==> src/rtl/uart_rxs_pkg.sv <==
package uart_rxs_pkg;
    localparam int CHAR_W   = 8;
    localparam int ERR_W    = 3;
    localparam int STAT_W   = ERR_W + 1;

    // status word bit positions (software decodes these)
    localparam int ST_FRM   = 0;
    localparam int ST_PAR   = 1;
    localparam int ST_BRK   = 2;
    localparam int ST_OVR   = 3;

    typedef struct packed {
        logic brk;
        logic par;
        logic frm;
    } rx_err_t;

    typedef struct packed {
        rx_err_t             err;
        logic [CHAR_W-1:0]   data;
    } rx_entry_t;

    typedef enum logic [1:0] {
        FILL_EMPTY = 2'd0,
        FILL_PART  = 2'd1,
        FILL_FULL  = 2'd2
    } fill_state_t;

    typedef enum logic {
        OVR_IDLE = 1'b0,
        OVR_SEEN = 1'b1
    } ovr_state_t;
endpackage

==> src/rtl/rxs_fifo_mem.sv <==
module rxs_fifo_mem
    import uart_rxs_pkg::*;
#(
    parameter int DEPTH = 16,
    parameter int PTR_W = (DEPTH > 1) ? $clog2(DEPTH) : 1
) (
    input  logic      clk,
    input  logic      rst_n,
    input  logic      wr_en,
    input  rx_entry_t wr_entry,
    input  logic      rd_en,
    output rx_entry_t head_entry
);
    localparam logic [PTR_W-1:0] LAST = PTR_W'(DEPTH - 1);

    rx_entry_t        store [DEPTH];
    logic [PTR_W-1:0] wr_ptr;
    logic [PTR_W-1:0] rd_ptr;

    function automatic logic [PTR_W-1:0] step(input logic [PTR_W-1:0] p);
        return (p == LAST) ? '0 : p + 1'b1;
    endfunction

    always_ff @(posedge clk or negedge rst_n) begin
        if (!rst_n) begin
            wr_ptr <= '0;
            rd_ptr <= '0;
        end else begin
            if (wr_en) wr_ptr <= step(wr_ptr);
            if (rd_en) rd_ptr <= step(rd_ptr);
        end
    end

    always_ff @(posedge clk) begin
        if (wr_en) store[wr_ptr] <= wr_entry;
    end

    assign head_entry = store[rd_ptr];
endmodule

==> src/rtl/rxs_fill_fsm.sv <==
module rxs_fill_fsm
    import uart_rxs_pkg::*;
#(
    parameter int DEPTH = 16,
    parameter int CNT_W = $clog2(DEPTH + 1)
) (
    input  logic             clk,
    input  logic             rst_n,
    input  logic             push,
    input  logic             pop,
    output logic             is_empty,
    output logic             is_full,
    output logic [CNT_W-1:0] count
);
    localparam logic [CNT_W-1:0] TOP = CNT_W'(DEPTH);

    fill_state_t state_q, state_d;

    always_ff @(posedge clk or negedge rst_n) begin
        if (!rst_n) state_q <= FILL_EMPTY;
        else        state_q <= state_d;
    end

    always_comb begin
        state_d = state_q;
        unique case (state_q)
            FILL_EMPTY: if (push) state_d = (TOP == 1) ? FILL_FULL : FILL_PART;
            FILL_PART: begin
                if (push && !pop && count == TOP - 1'b1)      state_d = FILL_FULL;
                else if (pop && !push && count == CNT_W'(1))  state_d = FILL_EMPTY;
            end
            FILL_FULL:  if (pop && !push) state_d = (TOP == 1) ? FILL_EMPTY : FILL_PART;
            default:    state_d = FILL_EMPTY;
        endcase
    end

    always_ff @(posedge clk or negedge rst_n) begin
        if (!rst_n)             count <= '0;
        else if (push && !pop)  count <= count + 1'b1;
        else if (pop && !push)  count <= count - 1'b1;
    end

    always_comb begin
        is_empty = (state_q == FILL_EMPTY);
        is_full  = (state_q == FILL_FULL);
    end
endmodule

==> src/rtl/rxs_err_status.sv <==
module rxs_err_status
    import uart_rxs_pkg::*;
(
    input  logic              clk,
    input  logic              rst_n,
    input  logic              pop,
    input  rx_err_t           pop_err,
    input  logic              clr,
    input  logic              ovr_evt,
    output logic [STAT_W-1:0] stat_bits
);
    ovr_state_t ovr_q, ovr_d;
    rx_err_t    last_err;

    always_ff @(posedge clk or negedge rst_n) begin
        if (!rst_n) ovr_q <= OVR_IDLE;
        else        ovr_q <= ovr_d;
    end

    always_comb begin
        ovr_d = ovr_q;
        unique case (ovr_q)
            OVR_IDLE: if (ovr_evt)         ovr_d = OVR_SEEN;
            OVR_SEEN: if (clr && !ovr_evt) ovr_d = OVR_IDLE;
            default:  ovr_d = OVR_IDLE;
        endcase
    end

    always_ff @(posedge clk or negedge rst_n) begin
        if (!rst_n)   last_err <= '0;
        else if (clr) last_err <= '0;
        else if (pop) last_err <= pop_err;
    end

    always_comb begin
        stat_bits         = '0;
        stat_bits[ST_FRM] = last_err.frm;
        stat_bits[ST_PAR] = last_err.par;
        stat_bits[ST_BRK] = last_err.brk;
        stat_bits[ST_OVR] = (ovr_q == OVR_SEEN);
    end
endmodule

==> src/rtl/uart_rx_stat_buf.sv <==
module uart_rx_stat_buf
    import uart_rxs_pkg::*;
#(
    parameter int DEPTH    = 16,
    parameter int ADDR_W   = 12,
    parameter int BUS_W    = 32,
    parameter int DATA_OFS = 'h000,
    parameter int STAT_OFS = 'h004
) (
    input  logic              clk,
    input  logic              rst_n,
    input  logic              char_valid,
    input  logic [CHAR_W-1:0] char_data,
    input  logic              char_frm_err,
    input  logic              char_par_err,
    input  logic              char_brk_err,
    input  logic              bus_en,
    input  logic              bus_we,
    input  logic [ADDR_W-1:0] bus_addr,
    input  logic [BUS_W-1:0]  bus_wdata,
    output logic [BUS_W-1:0]  bus_rdata
);
    localparam int CNT_W = $clog2(DEPTH + 1);

    logic             hit_data, hit_stat;
    logic             rd_pop, err_clr, ovr_evt, push, empty_data_rd;
    logic             fifo_empty, fifo_full;
    logic [CNT_W-1:0] fifo_count;
    logic [STAT_W-1:0] stat_bits;
    rx_entry_t        in_entry, head_entry;

    assign hit_data = bus_en && (bus_addr == ADDR_W'(DATA_OFS));
    assign hit_stat = bus_en && (bus_addr == ADDR_W'(STAT_OFS));

    assign rd_pop        = hit_data && !bus_we && !fifo_empty;
    assign empty_data_rd = hit_data && !bus_we &&  fifo_empty;
    assign err_clr       = hit_stat &&  bus_we;
    assign push          = char_valid && (!fifo_full || rd_pop);
    assign ovr_evt       = char_valid &&  fifo_full && !rd_pop;

    always_comb begin
        in_entry.data    = char_data;
        in_entry.err.frm = char_frm_err;
        in_entry.err.par = char_par_err;
        in_entry.err.brk = char_brk_err;
    end

    rxs_fifo_mem #(.DEPTH(DEPTH)) u_mem (
        .clk(clk), .rst_n(rst_n),
        .wr_en(push), .wr_entry(in_entry),
        .rd_en(rd_pop), .head_entry(head_entry)
    );

    rxs_fill_fsm #(.DEPTH(DEPTH), .CNT_W(CNT_W)) u_fill (
        .clk(clk), .rst_n(rst_n),
        .push(push), .pop(rd_pop),
        .is_empty(fifo_empty), .is_full(fifo_full), .count(fifo_count)
    );

    rxs_err_status u_stat (
        .clk(clk), .rst_n(rst_n),
        .pop(rd_pop), .pop_err(head_entry.err),
        .clr(err_clr), .ovr_evt(ovr_evt),
        .stat_bits(stat_bits)
    );

    // registered read port; written data is never stored anywhere
    always_ff @(posedge clk or negedge rst_n) begin
        if (!rst_n) begin
            bus_rdata <= '0;
        end else if (bus_en && !bus_we) begin
            if (rd_pop)        bus_rdata <= BUS_W'(head_entry.data);
            else if (hit_stat) bus_rdata <= BUS_W'(stat_bits);
            else               bus_rdata <= '0;
        end
    end
endmodule

==> config.mk <==
export PLATFORM = sky130hd
export DESIGN_NAME = uart_rx_stat_buf
export DESIGN_NICKNAME = d
export VERILOG_FILES = /design/src/rtl/uart_rxs_pkg.sv /design/src/rtl/rxs_fifo_mem.sv /design/src/rtl/rxs_fill_fsm.sv /design/src/rtl/rxs_err_status.sv /design/src/rtl/uart_rx_stat_buf.sv
export SDC_FILE = /design/constraint.sdc
export NUM_CORES = 1
export LEC_CHECK = 0
export BUFFER_PORTS_ARGS = -buffer_cell sky130_fd_sc_hd__buf_2
export CAP_MARGIN = 20
export CORE_MARGIN = 1
export CORE_UTILIZATION = 58
export DETAILED_ROUTE_END_ITERATION = 10
export GPL_ROUTABILITY_DRIVEN = 0
export PLACE_DENSITY_LB_ADDON = 0.15
export SKIP_LAST_GASP = 1
export SLEW_MARGIN = 20
export SYNTH_ARGS = -nofsm -noshare
export SYNTH_HDL_FRONTEND = slang
export SYNTH_HIERARCHICAL = 1
export SYNTH_SLANG_ARGS = --single-unit
==> constraint.sdc <==
create_clock -name clk -period 4.1 [get_ports clk]
set_clock_uncertainty 0.15 [all_clocks]
set_input_delay 0 -clock clk [delete_from_list [all_inputs] [get_ports clk]]
set_output_delay 0 -clock clk [all_outputs]
set_load 0.005 [all_outputs]
Word-level counts from Yosys, hierarchy flattened
Memories as Yosys holds them, arrays and structs flattened. Cells that the tools add are included.

Memories: 1. Bits in latches: 0. Register bits after elaboration: 51. Logic and storage cells: 69. Memory bits (writable): 176. Output and inout bits: 32. Memory bits (read-only): 0.

Memory list: u_mem.store (depth 16, bits a word 11, rd ports 1, clocked after Yosys merged registers in 0, wr ports 1, RTL line rxs_fifo_mem.sv:16) `rx_entry_t store [DEPTH];`.

Muxes and demuxes: 18. Div/mod/pow operators: 0. Multiply operators: 0. Reductions and logical operators: 26. Shift-type cells: 0. Bitwise gates (word level): 1. $add $sub $neg: 4. Order comparisons: 0. Equality and inequality tests: 10.

Operator list (count): $logic_and 1x1->1 (14); $eq 12x3->1 const B (1); $logic_not 12->1 (1); $mux 4 (3); $mux 5 (2); $add 4x1->4 const B (2); $eq 4x4->1 const B (2); $mux 2 (4); $mux 8 (1); $logic_not 1->1 (6); $mux 3 (2); $pmux 2 s3 (1); $add 5x1->5 const B (1); $eq 5x1->1 const B (1); $eq 5x4->1 const B (1); $sub 5x1->5 const B (1); $mux 1 (4); $ne 2x1->1 const B (2); $reduce_bool 2->1 (2); $ne 3x1->1 const B (1); $reduce_and 3->1 (1); $eq 2x1->1 const B (1); $eq 2x2->1 const B (1); $logic_not 2->1 (1); 3 further kinds (3).

Logic depth before layout (Yosys ltp)
Word-level depth: 12. Depth in mapped cells: 11.

Cells and area by module
Netlist, hierarchy kept.

By module, submodules not included: rxs_fifo_mem (area each 7295.7 sq um, cells each 374, times used 1); uart_rx_stat_buf (area each 615.6 sq um, cells each 61, times used 1); rxs_fill_fsm (area each 488.0 sq um, cells each 50, times used 1); rxs_err_status (area each 160.2 sq um, cells each 13, times used 1).

Worst setup path before layout
OpenSTA, ideal clock, no wires.

Path type: register -> register. From: register u_fill.state_q[0]. To: memory u_mem/store[3][0] (netlist name), enable pin. Cell stages (with the launch flop): 8. Setup time: 0.393 ns. Data required time: 3.557 ns. Slack: 1.055 ns. Data arrival time: 2.502 ns. Clock period less this slack: 3.045 ns. Cell sequence: dfrtp_1 -> nor2_1 -> or3_4 -> nor3_4 -> o21a_1 -> clkbuf_1 -> nand2_1 -> nor3_1.

Cells in the longest elaborated chain, start to end: 7. Elaborated cells on any way between the ends: 9.

Ends and longest elaborated chain: start: declaration (RTL line rxs_fill_fsm.sv:17) `fill_state_t state_q, state_d;`; start signal: assignment (RTL line rxs_fill_fsm.sv:21) `else state_q <= state_d;`; $logic_not 2->1 (RTL line rxs_fill_fsm.sv:44) `is_empty = (state_q == FILL_EMPTY);`; named net fifo_empty (RTL line uart_rx_stat_buf.sv:27) `logic fifo_empty, fifo_full;`; $logic_not 1->1 (RTL line uart_rx_stat_buf.sv:35) `assign rd_pop = hit_data && !bus_we && !fifo_empty;`; $logic_and 1x1->1 (RTL line uart_rx_stat_buf.sv:35); $logic_or 1x1->1 (RTL line uart_rx_stat_buf.sv:38) `assign push = char_valid && (!fifo_full || rd_pop);`; $logic_and 1x1->1 (RTL line uart_rx_stat_buf.sv:38); named net push (RTL line uart_rx_stat_buf.sv:26) `logic rd_pop, err_clr, ovr_evt, push, empty_data_rd;`; $mux 1 (RTL line rxs_fifo_mem.sv:35) `if (wr_en) store[wr_ptr] <= wr_entry;`; $mux 1 (not written as such) (RTL line rxs_fifo_mem.sv:35); end: declaration (RTL line rxs_fifo_mem.sv:16).

The timed path passes the listed nets, and every way through them passes these cells.

Final worst setup path
From: input port bus_addr[6]. To: register u_fill.count[3].

Cells in the longest elaborated chain, start to end: 9. Elaborated cells on any way between the ends: 12.

Ends and longest elaborated chain: start: declaration (RTL line uart_rx_stat_buf.sv:19) `input logic [ADDR_W-1:0] bus_addr,`; $logic_not 12->1 * (RTL line uart_rx_stat_buf.sv:32) `assign hit_data = bus_en && (bus_addr == ADDR_W'(DATA_OFS));`; $logic_and 1x1->1 * (RTL line uart_rx_stat_buf.sv:32); $logic_and 1x1->1 *; $logic_and 1x1->1 * (RTL line uart_rx_stat_buf.sv:35); named net rd_pop (RTL line uart_rx_stat_buf.sv:26); $logic_or 1x1->1 (RTL line uart_rx_stat_buf.sv:38); $logic_and 1x1->1 (RTL line uart_rx_stat_buf.sv:38); $logic_not 1->1 (RTL line rxs_fill_fsm.sv:40) `else if (pop && !push) count <= count - 1'b1;`; $logic_and 1x1->1 (RTL line rxs_fill_fsm.sv:40); $reduce_bool 2->1 (no line); end signal: assignment (RTL line rxs_fill_fsm.sv:39) `else if (push && !pop) count <= count + 1'b1;`; end signal: assignment (RTL line rxs_fill_fsm.sv:40); end: declaration (RTL line rxs_fill_fsm.sv:13) `output logic [CNT_W-1:0] count`.

The timed path passes the listed nets; every way through them passes the cells marked *. A chain may end at the register's enable or synchronous reset.

==> flow_summary.yaml <==
clocking:
  cts_resized: 0
  cts_tree: "done"
  post-cts-setup-buffers: 0
  clock_sink_count: 203
  cts_max_path_buffers: 3
  clkSlewWorstSetupHoldPaths_ps: 60
  cts_root_buf: "clkbuf_16"
  cts_inserted_buffers: 22
  htreeDepth: 1
  clock_latency_ps: 490
power_and_ir_drop:
  vdd_drop_max_uv: 410
  p_leak_nw: 3.47
  power.density_nw_per_um2: 484
  power_w: 0.00474
logic_synthesis:
  synthXorXnorAreaFrac: 0.00614
  ys_seq_area_frac: 0.696
  muxShareOfSynthArea: 0.140
  synth_largest_type_area_fraction: 0.617
  syn_inst: 498
  synth-simple-area-share: 0.0474
  synth_cell_types: 44
  syn_avg_cell_area_um2: 17.2
  yosysWarnings: 6
  syn_area_um2: 8560
  synth_top_family_by_area: "multiplexers"
  yosysTopAreaCell: "edfxtp_1"
  synth_compound_area_frac: 0.0477
  synth_adder_area_share: 0.0161
  synth_area_leaders: "edfxtp_1, dfrtp_1, mux2_2"
  synth_seq_cells: 203
sta:
  finalSetupViolations: 0
  fmax_mhz: 278
  rsz0062_at_grt: "no"
  fin_crit_ps: 3600
  hold_viol_final: 0
  setup_tns_ps: 0
  fin_crit_sh: 0.878
  maxSlewViolCount: 0
  worst_slew_pin_slew_ps: 842
  slew_headroom: 0.439
  fin_ws_ps: 499
  fin_hold_ws_ps: 123
placed_design:
  dp_slack_ps: 1330
  port_buffers: 35
  dp_hpwl_um: 10100
  dp.cells: 711
critical_path:
  ff2ff_setup_slack_ps: 940
  critPathMaxFanout: 11
  crit_required_ps: 4370
  worstSetupPathType: "in2reg"
  cp-start-kind: "input pin"
  arrival_ps: 3870
  cp-end-kind: "flop"
drt:
  drt_iter0_drc: 322
  drc: 0
  postRouteWirelength_um: 16000
  ant_nets: 0
  route.vias.total: 4562
  wire_per_inst_um: 20.6
  drt_first_pass_iters: 4
  viasPerCell: 5.87
final_layout:
  layout.nets: 649
  antenna_cells: 0
  stdcell_count: 777
  area_delta_synth_final_pct: 14.4
  drive_above_1_share: 0.273
  final_common_cell: "edfxtp_1"
  final_cell_mix: "edfxtp_1, mux2_2, buf_2"
grt:
  grt_max_degree: 28
  overflow: 0
  grt_pass1_wl_um: 24700
  antenna_found_initial: 0
  grt_util_all_layers: 0.223
  grt_pass1_vias: 4480
floorplan:
  dieArea_um2: 15200
  die_w_um: 123
  dieHeight_um: 123
  pin_count: 92
  initial_core_util: 0.591
  core_area_um2: 14500
  core.rowCount: 44
min_path:
  hold_class: "in2reg"
outcome:
  status: "finished clean"
flow_run:
  cap_viol_max_count: 0
[cell usage after synthesis, drive strengths merged]
cell / number
o21ai: 8
or2: 1
mux2i: 17
conb: 1
nor3: 9
dfrtp: 27
a21oi: 4
o21a: 1
o221ai: 11
a221o: 4
mux4: 22
and2: 4
or4: 2
nand2b: 7
xor2: 3
o22ai: 23
o2bb2ai: 1
edfxtp: 176
or3: 1
nand2: 16
nor2b: 1
clkbuf: 9
a22o: 4
xnor2: 3
nand4: 2
and3: 1
nor3b: 3
a21o: 1
mux2: 45
nand3: 6
inv: 11
ha: 11
buf: 42
and2b: 1
nor2: 17
nor4: 3
[layer usage]
metal | routed length [um] | up-vias | GRT usage | share of wire
met4 | 312 | 0 | 0.0685 | 0.019
met2 | 7750 | 139 | 0.363 | 0.48
li1 | - | 2067 | - | -
met3 | 855 | 28 | 0.0351 | 0.053
met1 | 7100 | 2328 | 0.312 | 0.44
met5 | 0 | - | 0 | 0
[kinds of logic after synthesis]
kind of cell | after synthesis
multiplexers | 84
other | 1
AND/OR/NAND/NOR | 74
adder cells (fa/ha/maj) | 11
AO/OA/AOI/OAI | 57
XOR/XNOR | 6
flip-flops | 203
buffers and inverters | 62
[worst max-delay path: stages]
cell and delay, ps:
dlygate4sd3_1 530, buf_2 120, or4_4 410, dlygate4sd3_1 650, nor3_1 190, dlygate4sd3_1 570, buf_4 190, inv_1 60
ha_1 290, or4_4 550, a21oi_2 160, xor2_1 150
[stage by stage]
| step | cell area [um2] | util |
|---|---|---|
| after CTS | 9790 | 0.676 |
| after global routing | 9790 | 0.676 |
| after global placement | 8870 | 0.613 |
| after floorplan | 8650 | - |
| final | 9790 | 0.676 |
| after detailed placement | 8870 | 0.613 |
[sequential cells by signal (all words and copies together) (netlist names)]
| signal | cells |
|---|---|
| u_fill/count | 5 |
| bus_rdata | 8 |
| u_mem/store | 176 |
| u_mem/wr_ptr | 4 |
| u_stat/ovr_q | 1 |
| u_stat/stat_bits | 3 |
| u_mem/rd_ptr | 4 |
| u_fill/state_q | 2 |
[power by group]
part	leakage, nW	switching (W)	internal (W)
Clock	0.321	0.000736	0.00101
Combinational	1.22	0.000262	0.000187
Sequential	1.94	0.0000981	0.00244
[repair_timing]
| item | in CTS | in global routing |
|---|---|---|
| endpoints found under the setup margin | 0 | 0 |
| endpoints found under the hold margin | 220 | 0 |
| hold buffers | 27 | 0 |
[final timing paths]
check	to	start	depth (start not counted)
setup / recovery	u_fill/count[3]	bus_addr[6]	12
hold / removal	bus_rdata[2]	bus_addr[0]	5
setup reg to reg	u_fill/count[3]	u_fill/state_q[0]	10
hold reg to reg	bus_rdata[2]	u_stat/stat_bits[2]	1
max in group asynchronous	u_mem/rd_ptr[1]	rst_n	4
min in group asynchronous	u_fill/state_q[1]	rst_n	4
[final cells by class]
| type | count | area (um2) |
|---|---|---|
| Fill cell | 960 | 4690 |
| Inverter | 11 | 41.3 |
| Timing Repair Buffer | 84 | 621 |
| Clock inverter | 13 | 56.3 |
| Sequential cell | 203 | 5960 |
| Clock buffer | 26 | 587 |
| Multi-Input combinational cell | 256 | 2300 |
| Tap cell | 184 | 230 |
Note: power is estimated with default switching activity, not from simulation.
